===== src/rtl/cal_route_pkg.sv =====
package cal_route_pkg;

  typedef enum logic [1:0] {
    ST_IDLE   = 2'd0,
    ST_ARMED  = 2'd1,
    ST_TAGGED = 2'd2
  } arm_state_e;

endpackage


===== src/rtl/cal_ctrl_sync.sv =====
module cal_ctrl_sync #(
  parameter int STAGES = 2
) (
  input  logic clk,
  input  logic rst,
  input  logic ctrl_async,
  output logic fall_pulse
);

  localparam int CHAIN_W = STAGES + 1;

  logic [CHAIN_W-1:0] chain;

  // chain[0] takes the raw input; chain[STAGES-1] is the synchronised level
  // and chain[STAGES] holds its value from one cycle earlier.
  always_ff @(posedge clk) begin
    if (rst) begin
      chain <= '0;
    end else begin
      chain <= {chain[CHAIN_W-2:0], ctrl_async};
    end
  end

  assign fall_pulse = chain[STAGES] & ~chain[STAGES-1];

endmodule


===== src/rtl/cal_arm_fsm.sv =====
module cal_arm_fsm
  import cal_route_pkg::*;
(
  input  logic       clk,
  input  logic       rst,
  input  logic       fall_pulse,
  input  logic       word_start,
  input  logic       din_valid,
  output arm_state_e state,
  output logic       tag_now
);

  arm_state_e state_nx;

  always_comb begin
    state_nx = state;
    unique case (state)
      ST_IDLE:   if (fall_pulse) state_nx = ST_ARMED;
      ST_ARMED:  if (word_start) state_nx = ST_TAGGED;
      ST_TAGGED: if (!din_valid) state_nx = ST_IDLE;
      default:   state_nx = ST_IDLE;
    endcase
  end

  always_ff @(posedge clk) begin
    if (rst) begin
      state <= ST_IDLE;
    end else begin
      state <= state_nx;
    end
  end

  assign tag_now = (state == ST_ARMED) && word_start;

endmodule


===== src/rtl/cal_word_router.sv =====
module cal_word_router #(
  parameter int DATA_W = 16
) (
  input  logic              clk,
  input  logic              rst,
  input  logic [DATA_W-1:0] din,
  input  logic              din_valid,
  input  logic              tag_now,
  output logic              word_start,
  output logic              corr_valid,
  output logic [DATA_W-1:0] corr_word,
  output logic              omux_valid,
  output logic [DATA_W-1:0] omux_word
);

  logic valid_q;

  always_ff @(posedge clk) begin
    if (rst) begin
      valid_q <= 1'b0;
    end else begin
      valid_q <= din_valid;
    end
  end

  assign word_start = din_valid & ~valid_q;

  always_ff @(posedge clk) begin
    if (rst) begin
      corr_valid <= 1'b0;
      omux_valid <= 1'b0;
      corr_word  <= '0;
      omux_word  <= '0;
    end else begin
      corr_valid <= word_start & tag_now;
      omux_valid <= word_start & ~tag_now;
      if (word_start && tag_now) begin
        corr_word <= din;
      end
      if (word_start && !tag_now) begin
        omux_word <= din;
      end
    end
  end

endmodule


===== src/rtl/cal_route_top.sv =====
module cal_route_top
  import cal_route_pkg::*;
#(
  parameter int DATA_W      = 16,
  parameter int SYNC_STAGES = 2
) (
  input  logic              clk,
  input  logic              rst,
  input  logic              mux_ctrl,
  input  logic [DATA_W-1:0] din,
  input  logic              din_valid,
  output logic              corr_valid,
  output logic [DATA_W-1:0] corr_word,
  output logic              omux_valid,
  output logic [DATA_W-1:0] omux_word
);

  logic       ctrl_fall;
  logic       word_start;
  logic       tag_now;
  arm_state_e arm_state;

  cal_ctrl_sync #(
    .STAGES(SYNC_STAGES)
  ) u_sync (
    .clk       (clk),
    .rst       (rst),
    .ctrl_async(mux_ctrl),
    .fall_pulse(ctrl_fall)
  );

  cal_arm_fsm u_fsm (
    .clk       (clk),
    .rst       (rst),
    .fall_pulse(ctrl_fall),
    .word_start(word_start),
    .din_valid (din_valid),
    .state     (arm_state),
    .tag_now   (tag_now)
  );

  cal_word_router #(
    .DATA_W(DATA_W)
  ) u_router (
    .clk       (clk),
    .rst       (rst),
    .din       (din),
    .din_valid (din_valid),
    .tag_now   (tag_now),
    .word_start(word_start),
    .corr_valid(corr_valid),
    .corr_word (corr_word),
    .omux_valid(omux_valid),
    .omux_word (omux_word)
  );

endmodule


===== config.mk =====
export PLATFORM = sky130hd
export DESIGN_NAME = cal_route_top
export DESIGN_NICKNAME = d
export VERILOG_FILES = /design/src/rtl/cal_route_pkg.sv /design/src/rtl/cal_ctrl_sync.sv /design/src/rtl/cal_arm_fsm.sv /design/src/rtl/cal_word_router.sv /design/src/rtl/cal_route_top.sv
export SDC_FILE = /design/constraint.sdc
export NUM_CORES = 1
export LEC_CHECK = 0
export BUFFER_PORTS_ARGS = -buffer_cell sky130_fd_sc_hd__buf_2
export CORE_MARGIN = 2
export CORE_UTILIZATION = 37
export DETAILED_ROUTE_END_ITERATION = 16
export PLACE_DENSITY_LB_ADDON = 0.2
export REMOVE_ABC_BUFFERS = 1
export SKIP_CTS_REPAIR_TIMING = 1
export SLEW_MARGIN = 30
export SYNTH_ARGS = -nofsm -noshare
export SYNTH_HDL_FRONTEND = slang
export SYNTH_HIERARCHICAL = 1
export SYNTH_SLANG_ARGS = --single-unit

===== constraint.sdc =====
create_clock -name clk -period 1.95 [get_ports clk]
set_clock_uncertainty 0.05 [all_clocks]
set_input_delay 0.0975 -clock clk [delete_from_list [all_inputs] [get_ports clk]]
set_output_delay 0.0975 -clock clk [all_outputs]
set_load 0.01 [all_outputs]

==> results by stage, run 1 <==
Yosys:
- The share of the Yosys chip area taken by registers is 0.498.
- Of all flip-flops after synthesis, the portion carrying an async set or reset was 0.
- The library cell occupying the most area in the post-synthesis netlist is sky130_fd_sc_hd__dfxtp_1.
- The post-synthesis instance area is 1610 um2.
- By count the netlist is led by 48 x sky130_fd_sc_hd__nand2b_1, 40 x sky130_fd_sc_hd__dfxtp_1, 32 x sky130_fd_sc_hd__mux2i_1.
- The most used flip-flop cell after synthesis is sky130_fd_sc_hd__dfxtp_1.
- Counting distinct cell types in the post-synthesis netlist gives 18.
- The post-synthesis instance total is 146.
- The fraction of synthesized cell area taken by the top area cell type is 0.498.
- The mean area per synthesized cell is 11.0 um2.
- The number of flip-flops and latches in the synthesized netlist is 40.
- The most frequent cell after synthesis is sky130_fd_sc_hd__nand2b_1.
- The number of warnings issued by yosys is 6.
- The number of synthesized flops with an enable pin is 0.
- Sorting the synthesized cells by area gives the leading types as sky130_fd_sc_hd__dfxtp_1 50%, sky130_fd_sc_hd__mux2i_1 20%, sky130_fd_sc_hd__nand2b_1 19%.

Min path:
- The min-delay analysis places its worst path in the category in2reg.

Timing:
- The number of endpoints failing setup at the final stage is 0.
- The slew at the pin closest to its max-slew limit is 0.685 ns.
- The final max-slew violation count is 0.
- The worst-case headroom to the max-slew limit is 0.543.
- The highest clock frequency the design can meet is 595 MHz.
- After routing, the total negative slack on setup checks comes to 0 ns.
- The shortest period the worst path allows is 1.68 ns.
- The hold violation count in the final report is 0.
- Setup repair after global routing left no endpoint under its margin.
- In the finished design, the share of the clock period the worst path needs comes to 0.862.

Route:
- The wire length after detailed routing is 3030 um.
- In this run the remaining antenna-violating nets after routing total 0.
- The number of DRC violations after detailed-routing iteration 0 is 28.
- After detailed routing, the number of remaining DRC violations is 0.
- The first-pass detailed-route iteration total is 4.
- The wire length per cell is 12.1 um.
- In the routed layout, each cell is associated on average with a via count of 4.58.
- The final route contains 1145 vias.

Power and ir drop:
- The analysis attributes to cell leakage a power of 0.980 nW.
- The total power is 0.00158 W.
- The power density over the cells is 783 nW/um2.
- IR analysis of the VDD net gives a maximum drop of 0.000353 V.

Global route:
- The residual overflow from global routing is 0.
- The first global-routing pass estimated 5260 um of wire.
- Entering global routing, the biggest net connects 57 pins.
- The number of global-route vias before repair came to 1205.
- Across every metal layer, demand over resource in global routing totals 0.134.
- The number of antenna violations at the first check in global routing is 0.

Floorplan:
- The count of pins on the block boundary is 54.
- The initial core utilization is 0.394.
- The die boundary width is 69.9 um.
- The row count is 23.
- In this run the vertical extent of the chip is 69.9 um.
- In this run the standard cell core region covers 4090 um2.
- The floorplan step defined a die boundary enclosing 4890 um2.

Clocking:
- TritonCTS built the clock tree.
- The clock transition at the registers of the reported paths is 0.07 ns.
- The depth of the CTS H-tree is 2.
- Clock tree synthesis inserted a total of 5 buffers.
- The clock tree root buffer cell is sky130_fd_sc_hd__clkbuf_8.
- The insertion delay of the later-clocked pin in the worst-skew pair is 0.28 ns.
- The number of clock sinks seen by CTS is 40.
- The worst-case clock buffer depth is 2.

Cells and area:
- After the flow finishes, the layout carries non-filler instances totaling 250.
- The proportion of layout cells with a drive suffix above 1 is 0.345.
- The finished cells cover 2010 um2.
- 0 antenna diodes ended up in the layout.
- The total number of nets in the final design is 220.
- The area growth from synthesis to layout is 25.1%.

Setup path:
- The setup slack of the worst register-to-register path is 0.27 ns.
- The data arrival time of the critical path is 1.84 ns.
- The startpoint-to-endpoint class of the critical path is reg2reg.
- STA classifies the critical path startpoint as a flip-flop.
- The critical path required time is 2.11 ns.
- STA classifies the critical path endpoint as a flip-flop.
- The maximum fanout count along the critical path is 8.

Job:
- The tool flagged a number of max-cap violations equal to 0.

Place:
- The weighted congestion reported at the end of routability-driven placement is 0.689.
- The total placed instance area is 1910 um2.
- In this run the tool buffered the top-level ports with 53 buffer cells.
- The cell count after placement is 242.
- The half-perimeter wire length after detailed placement is 2130 um.

Status:
- The run finished with clean final reports.
-- through the flow --
stage,util,hold WS [ns],setup slack [ns]
floorplan,-,0.113,0.396
global placement,0.467,0.260,0.352
detailed placement,0.467,0.263,0.270
CTS,0.490,-0.0413,0.233
global route,0.493,0.0475,0.162
finish,0.493,0.0443,0.268
-- final cells by class --
| cell class | count | area [um2] |
|---|---|---|
| fill | 388 | 2070 |
| sequential | 40 | 801 |
| tap | 50 | 62.6 |
| timing repair buffer | 56 | 290 |
| multi-input combinational | 97 | 763 |
| clock buffer | 7 | 96.3 |
-- registers in the layout, indices dropped and copies added, names as in the netlist --
name,count
u_fsm/state,2
u_router/corr_valid,1
u_router/corr_word,16
u_router/omux_valid,1
u_router/omux_word,16
u_router/valid_q,1
u_sync/chain,3
-- kinds of logic (layout without fill, tap and decap cells) --
kind of cell,Yosys count,count (layout),share of synthesized area
simple gates,63,63,0.263
mux,32,32,0.199
compound gates,2,2,0.0124
buf+inv,9,63,0.0280
flops,40,40,0.498
-- power breakdown --
group / switching, W / internal, W / total, W
Combinational: 0.0000722 / 0.0000793 / 0.000151
Clock: 0.000250 / 0.000315 / 0.000564
Sequential: 0.0000142 / 0.000846 / 0.000860
Total: 0.000336 / 0.00124 / 0.00158
-- layer usage --
metal  vias up  part of all wire  routed length (um)  GRT usage
li1        582                 -                   -          -
met1       516              0.42                1270      0.135
met2        42              0.48                1450      0.239
met3         5             0.089                 271     0.0693
met4         0             0.015                  46     0.0449
met5         -                 0                   0          0
-- path summary, 6_finish.rpt --
check / startpoint / to / cells past startpoint
min reg2reg: u_sync/chain[0] / u_sync/chain[1] / 1
max reg2reg: u_router/valid_q / u_router/corr_word[4] / 4
max: u_router/valid_q / u_router/corr_word[4] / 4
min: din[12] / u_router/corr_word[12] / 3
-- critical path: stages (launching register included) --
cell and delay (ns):
sky130_fd_sc_hd__dfxtp_1 0.35, sky130_fd_sc_hd__nor2b_2 0.17, sky130_fd_sc_hd__and3b_2 0.27, sky130_fd_sc_hd__and3b_1 0.52, sky130_fd_sc_hd__mux2i_1 0.25
-- placed cells by master (no fill, tap or decap), types with 2 or more instances in the layout --
master / count
sky130_fd_sc_hd__buf_2: 53
sky130_fd_sc_hd__nand2b_1: 48
sky130_fd_sc_hd__dfxtp_1: 40
sky130_fd_sc_hd__mux2i_1: 32
sky130_fd_sc_hd__clkbuf_8: 7
sky130_fd_sc_hd__nor2b_1: 3
sky130_fd_sc_hd__and3b_2: 2
sky130_fd_sc_hd__nor2b_2: 2
sky130_fd_sc_hd__and3b_1: 2
sky130_fd_sc_hd__buf_4: 2
(Power assumes the default switching activity.)
==> inputs of run 2 (changes only) <==
- BUFFER_PORTS_ARGS: -buffer_cell sky130_fd_sc_hd__buf_2 -> not set
- DONT_BUFFER_PORTS: not set -> 1
- SYNTH_HIERARCHICAL: 1 -> not set
==> run 2 against run 1 <==
Against the previous run:
- power fell by 0.85%
- design area fell by 7.0%
- register-to-register slack barely moved
- critical path depth did not move
- via count fell by 1.9%
- first-iteration DRC count rose by 14%
- utilization fell by 3.1 points
- synthesized cell count rose by 14%
- hold slack got worse by 0.0081 ns
- sequential share of layout area rose by 3.0 points
- largest power group unchanged
==> results by stage, run 2 <==
Cells and area:
- After routing the design area is 1870 um2.
- The proportion of layout cells with a drive suffix above 1 is 0.0707.
- The library cell used most frequently in the layout, excluding fill and tap cells, is sky130_fd_sc_hd__dfxtp_1.
- The core occupancy in the finished layout is 0.462.
- The largest registers in the layout are u_router.corr_word x16, u_router.omux_word x16, u_sync.chain x3.
- In the layout the commonest cells are 40 x sky130_fd_sc_hd__dfxtp_1, 33 x sky130_fd_sc_hd__nand2b_1, 32 x sky130_fd_sc_hd__nand2_1.
- 0 antenna diodes ended up in the layout.
- The area growth from synthesis to final layout is 19.1%.
- At the end of the flow, the number of nets in the layout was 203.
- The layout has 408 filler cells.

Setup path:
- STA puts the critical path data arrival time at 1.86 ns.
- The buffering stage count on the worst path with inverters included is 1.
- The biggest cell delay along the critical path is 0.55 ns.
- The worst setup path is captured at a flip-flop.
- The reg-to-reg startpoint is u_fsm.state[0].
- The maximum fanout count along the critical path is 8.
- Across all register-to-register paths, the minimum setup slack is 0.28 ns.
- STA classifies the critical path startpoint as a flip-flop.
- Traced cell by cell, the critical path runs through and4bb_1, nand2_1, a21oi_1, dlygate4sd3_1.
- At the worst endpoint, the required time is 2.14 ns.
- The slowest library cell on the worst path is sky130_fd_sc_hd__dlygate4sd3_1.
- The worst-case reg-to-reg path depth is 4.
- The cell family contributing the most delay on the critical path is buffers and inverters.
- The worst setup path is of the reg2reg kind.
- The capture instance of the worst register-to-register path is u_router.corr_word[11].

Global route:
- The number of global-route vias before repair came to 955.
- The number of antenna violations at the first check in global routing is 0.
- Across every metal layer, demand over resource in global routing totals 0.128.
- The residual overflow from global routing is 0.
- The global-route wire length before repair is 4800 um.
- The maximum number of pins on one net before global-route repair is 56.

Min path:
- The min-delay analysis places its worst path in the category in2reg.
- The endpoint of the worst hold path is u_router.corr_word[0].
- The worst hold path stage count is 2.
- The source of the worst hold timing path is rst.

Timing:
- Setup repair after global routing left no endpoint under its margin.
- The shortest period the worst path allows is 1.67 ns.
- Headroom to the max-slew limit came out at 0.768.
- At the pin with the least slew margin, the transition time is 0.346 ns.
- The final max-slew violation count is 0.
- The hold violation count in the final report is 0.
- Adding up every negative setup slack in the final design gives 0 ns.
- Static timing analysis puts the maximum clock frequency at 597 MHz.
- Across all hold checks on the routed design, the worst slack comes to 0.0362 ns.
- Dividing the final minimum period by the clock period gives 0.859.
- After layout, the worst setup slack is 0.276 ns.
- The number of endpoints failing setup at the final stage is 0.

Yosys:
- Of all cell types, the one taking the most synthesized area is sky130_fd_sc_hd__dfxtp_1.
- The most frequent cell after synthesis is sky130_fd_sc_hd__dfxtp_1.
- The commonest register cell after synthesis is sky130_fd_sc_hd__dfxtp_1.
- The synthesized design contains 40 register bits.
- Yosys mapped a number of flops with a built-in enable equal to 0.
- The synthesized netlist contains 20 unique library cells.
- The post-synthesis adder-cell area fraction is 0.
- The fraction of the mapped netlist area in compound gates came to 0.0589.
- The share of cell area taken by muxes after synthesis is 0.102.
- After synthesis the cells add up to 1570 um2.
- Sorting the synthesized cells by area gives the leading types as sky130_fd_sc_hd__dfxtp_1 51%, sky130_fd_sc_hd__nand2b_1 13%, sky130_fd_sc_hd__mux2i_1 10%.
- Synthesis produced 166 cells.
- The combinational family with the most area after synthesis is simple AND/OR/NAND/NOR gates.
- Of all flip-flops after synthesis, the portion carrying an async set or reset was 0.
- For this run, the register share of the synthesized area comes to 0.509.
- The Yosys step of the flow raised 0 warnings.
- Counting instances in the post-synthesis netlist gives the leading cell types as 40 x sky130_fd_sc_hd__dfxtp_1, 33 x sky130_fd_sc_hd__nand2b_1, 32 x sky130_fd_sc_hd__nand2_1.
- The share of synthesized area in the top cell type comes to 0.509.
- The area fraction in and, or, nand and nor cells after synthesis is 0.279.
- The synthesized-area fraction occupied by xor and xnor cells is 0.
- The mean area per synthesized cell is 9.47 um2.

Clocking:
- The insertion delay of the later-clocked pin in the worst-skew pair is 0.29 ns.
- For this design, the sink count on the clock tree is 40.
- The clock tree root buffer cell is sky130_fd_sc_hd__clkbuf_8.
- The clock transition at the registers of the reported paths is 0.08 ns.
- The depth of the CTS H-tree is 2.
- The TritonCTS clock tree is yes.
- TritonCTS created 5 clock buffers.
- In this run the deepest clock path goes through 2 buffers.

Place:
- The half-perimeter wire length after detailed placement is 2030 um.
- The number of buffers inserted by port buffering is 0.
- Prior to clock tree synthesis, the placed netlist has a worst setup slack of 0.562 ns.
- The weighted congestion reported at the end of routability-driven placement is 0.702.
- Summing all placed instances gives a cell area of 1570 um2.

Route:
- The wire length per cell is 13.5 um.
- After detailed routing, the number of vias per cell comes to 4.80.
- The first-pass detailed-route iteration total is 4.
- The wire length after detailed routing is 3170 um.
- The post-detailed-route DRC marker count is 0.
- The total vias in the final route is 1123.
- The number of antenna-violating nets in the routed design is 0.
- The number of DRC violations after detailed-routing iteration 0 is 32.

Power and ir drop:
- Summed over all nets, the switching power comes to 0.000362 W.
- The switching power as a share of total power is 0.232.
- IR analysis of the VDD net gives a maximum drop of 0.000412 V.
- The internal power summed over all cells is 0.00120 W.
- The portion of total power attributed to sequential cells is 0.561.
- Of the total power, combinational logic draws 0.081.
- The leakage power figure is 0.729 nW.
- For this design the ratio of total power to cell area is 834 nW/um2.
- Of the total power, the clock network draws 0.358.

Floorplan:
- The initial utilization of the core area, before any placement, comes to 0.388.
- The area of the core region is 4060 um2.
- In this run the vertical extent of the chip is 69.2 um.
- The die is 69.2 um wide.
- The row count is 23.
- The die covers 4790 um2.
- The count of pins on the block boundary is 54.

Job:
- The number of max-capacitance violations reported is 0.

Status:
- The run finished with clean final reports.
run 2: cell count changes in the layout (fill, tap and decap cells not counted), sizes merged, moves of 4 or more:
cell,delta
mux2i,-16
dlygate4sd3,+18
and3b,-4
a21oi,+16
nand2b,-13
buf,-52
nand2,+32
run 2: metal layers:
| layer | track usage | share of wire | routed length, um | vias up |
|---|---|---|---|---|
| li1 | - | - | - | 570 |
| met1 | 0.143 | 0.40 | 1270 | 508 |
| met2 | 0.191 | 0.49 | 1550 | 38 |
| met3 | 0.0727 | 0.083 | 262 | 7 |
| met4 | 0.0741 | 0.025 | 80 | 0 |
| met5 | 0 | 0 | 0 | - |
run 2: area by class of cell:
| type | instances | area [um2] | area share |
|---|---|---|---|
| clock inverter | 2 | 10.0 | 0.00534 |
| multi-input combinational | 114 | 692 | 0.369 |
| tap | 50 | 62.6 | 0.0334 |
| clock buffer | 6 | 82.6 | 0.0441 |
| timing repair buffer | 22 | 225 | 0.120 |
| sequential | 40 | 801 | 0.428 |
run 2: power by group through the flow:
stage	clock network, W	registers [W]	logic [W]
2_1_floorplan	0	0.000891	0.0000656
3_3_place_gp	0	0.000896	0.0000736
3_5_place_dp	0	0.000897	0.0000762
4_1_cts	0.000583	0.000878	0.0000766
5_1_grt	0.000626	0.000880	0.000138
6_report	0.000559	0.000877	0.000126
run 2: worst max path at each step:
stage | start | end | slack, ns | cells after the start
after global routing | u_router.valid_q | u_router.corr_word[11] | 0.17 | 4
after global placement | u_fsm.state[0] | u_router.corr_word[7] | 0.64 | 4
after detailed placement | u_fsm.state[0] | u_router.corr_word[14] | 0.56 | 4
after CTS | u_fsm.state[0] | u_router.corr_word[14] | 0.55 | 4
after floorplan | u_router.valid_q | u_router.corr_word[0] | 0.75 | 3
final | u_fsm.state[0] | u_router.corr_word[11] | 0.28 | 4
run 2: kinds of logic after synthesis:
kind of cell           Yosys count
muxes                           16
DFF                             40
and+or+nand+nor                 80
AOI/OAI and AO/OA               18
buffers and inverters           12
run 2: stage by stage:
step | total power (W) | instances
after global routing | 0.00164 | 234
final | 0.00156 | 234
after detailed placement | 0.000973 | 206
after global placement | 0.000970 | 206
after floorplan | 0.000957 | 154
after CTS | 0.00154 | 214
==> inputs of run 3 (changes only) <==
--- a/constraint.sdc
+++ b/constraint.sdc
@@ -4,2 +4,2 @@
 set_output_delay 0.0975 -clock clk [all_outputs]
-set_load 0.01 [all_outputs]
+set_load 0.1 [all_outputs]
==> run 3 against run 2 <==
Against the previous run:
- utilization grew 6.9 points
- sequential cell count is the same
- count of clock-buffer cells in the layout grew 1
- via count grew 8.2%
- power grew 24%
- hold slack gained 0.0071 ns
- routed wire length grew 4.8%
==> results by stage, run 3 (synthesis results as in run 2) <==
Status:
- The flow ran to the end, and the final reports show no timing, DRC or antenna violations.

Route:
- After detailed routing, the number of vias per cell comes to 4.55.
- The wire length per cell is 12.4 um.
- The post-detailed-route DRC marker count is 0.
- The wire length after detailed routing is 3320 um.
- In this run, the number of DRC markers left after iteration 0 of detailed routing was 60.
- The number of antenna-violating nets in the routed design is 0.
- The first detailed-routing pass took 4 iterations.
- The total vias in the final route is 1215.

Timing:
- The final max-slew violation count came to 0.
- Timing would allow up to 721 MHz.
- Setup violations remaining at the end of the flow were counted as 0.
- The slew at the pin closest to its max-slew limit is 0.348 ns.
- Setup repair after global routing left no endpoint under its margin.
- The final total negative setup slack is 0 ns.
- The hold violation count in the final report is 0.
- The shortest period the worst path allows is 1.39 ns.
- Measured against its own limit, the worst slew margin works out to 0.767.
- Of the available clock period, the critical path in the final layout requires 0.712.

Global route:
- The maximum number of pins on one net before global-route repair is 56.
- The number of global-route vias before repair was 1130.
- The all-layer global routing usage is 0.139.
- The number of antenna violations at the first check in global routing is 0.
- The residual overflow from global routing is 0.
- The global-route wire length before repair is 5260 um.

Min path:
- In this run the most critical hold path is launched from rst.
- The type of the tightest min-delay check is in2reg.
- The path with the worst hold slack has its endpoint at u_router.corr_word[15].
- Counting instances, the worst hold path has a depth of 2.

Clocking:
- The clock reaches the later pin of the worst-skew pair after 0.29 ns.
- Counting every sink on the clock net gives 40.
- The clock transition at the registers of the reported paths is 0.07 ns.
- The clock tree root buffer cell is sky130_fd_sc_hd__clkbuf_8.
- The depth of the CTS H-tree is 2.
- The TritonCTS clock tree is yes.
- The total clock buffers created by CTS is 5.
- The worst-case clock buffer depth is 2.

Floorplan:
- The initial core utilization is 0.388.
- The die is 69.2 um tall.
- The core region is 4060 um2.
- The row count is 23.
- The die covers 4790 um2.
- Pin placement for this block handled 54 I/O pins.
- The die boundary width is 69.2 um.

Setup path:
- The startpoint-to-endpoint class of the critical path is reg2reg.
- For the worst flop-to-flop path, the logic depth is 4.
- For flop-to-flop paths, the worst setup slack is 0.56 ns.
- STA classifies the critical path endpoint as a flip-flop.
- The kind of start point of the critical path is a flip-flop.
- In this run the worst path has a maximum fanout of 9.
- The capture instance of the worst register-to-register path is u_router.corr_word[12].
- The worst register-to-register path begins at u_fsm.state[0].
- The critical path starts at u_fsm.state[0].
- The critical path required time is 2.12 ns.
- Data on the critical path arrives at its endpoint at 1.56 ns.

Power and ir drop:
- Power comes to 0.00193 W.
- For this design the static power due to leakage is 0.918 nW.
- The power density over the cells is 899 nW/um2.
- VDD sags by at most 0.000442 V.

Place:
- The number of buffers inserted by port buffering is 0.
- After legalization and detailed placement, the total HPWL measured 2240 um.
- The weighted congestion reported at the end of routability-driven placement is 0.714.

Cells and area:
- In the layout the commonest cells are 40 x sky130_fd_sc_hd__dfxtp_1, 36 x sky130_fd_sc_hd__buf_4, 33 x sky130_fd_sc_hd__nand2b_1.
- The proportion of layout cells with a drive suffix above 1 is 0.217.
- The area growth from synthesis to final layout is 36.8%.
- The total number of nets in the final design is 236.
- 0 antenna diodes ended up in the layout.
- In the final layout, the registers with the most flip-flops are u_router.corr_word x16, u_router.omux_word x16, u_sync.chain x3.
- At the end of the flow the core is filled with cells to 0.530.
- The commonest non-fill, non-tap cell in the layout is sky130_fd_sc_hd__dfxtp_1.

Job:
- The tool flagged a number of max-cap violations equal to 0.
==> run 3: cell count changes in the layout (fill, tap and decap cells not counted) <==
| cell | delta |
|---|---|
| sky130_fd_sc_hd__clkbuf_8 | +1 |
| sky130_fd_sc_hd__buf_4 | +34 |
| sky130_fd_sc_hd__clkinv_2 | -2 |
| sky130_fd_sc_hd__bufinv_16 | +1 |
| sky130_fd_sc_hd__dlygate4sd3_1 | -1 |
==> run 3: worst max-delay path, cell delays in order (launching register included) <==
cell and delay [ns]:
sky130_fd_sc_hd__dfxtp_1 0.41, sky130_fd_sc_hd__and4bb_1 0.41, sky130_fd_sc_hd__buf_4 0.24, sky130_fd_sc_hd__nand2_1 0.07, sky130_fd_sc_hd__a21oi_1 0.13
==> run 3: area by class of cell <==
type	instances	area (um2)
clock buffer	7	96.3
tap	50	62.6
fill	397	1910
multi-input combinational	114	692
clock inverter	1	30.0
sequential	40	801
timing repair buffer	55	470
==> run 3: metal layers <==
metal,up-vias,wire length (um),global-route usage
met1,536,1330,0.151
met4,0,61,0.0654
met3,7,282,0.0640
met2,43,1640,0.231
met5,-,0,0
li1,629,-,-
==> run 3: stage by stage <==
step           worst slack (ns)  instance area (um2)  hold slack, ns  std cells
2_1_floorplan             0.658                 1490           0.117        154
3_3_place_gp              0.622                 1830           0.122        240
3_5_place_dp              0.563                 1830           0.123        240
4_1_cts                   0.545                 1950          -0.191        248
5_1_grt                   0.458                 2150          0.0523        267
6_report                  0.563                 2150          0.0434        267
==> run 3: how the worst max path moves through the flow <==
stage	to	slack, ns
2_1_floorplan	u_router.corr_word[0]	0.66
3_3_place_gp	u_router.corr_word[7]	0.62
3_5_place_dp	u_router.corr_word[14]	0.56
4_1_cts	u_router.corr_word[14]	0.54
5_1_grt	u_router.corr_word[12]	0.46
6_report	u_router.corr_word[12]	0.56
==> run 3: where the power goes <==
| group | internal, W | switching, W | total (W) |
|---|---|---|---|
| Combinational | 0.000103 | 0.000254 | 0.000357 |
| Clock | 0.000451 | 0.000270 | 0.000721 |
| Sequential | 0.000846 | 0.0000105 | 0.000857 |
| Total | 0.00140 | 0.000535 | 0.00193 |
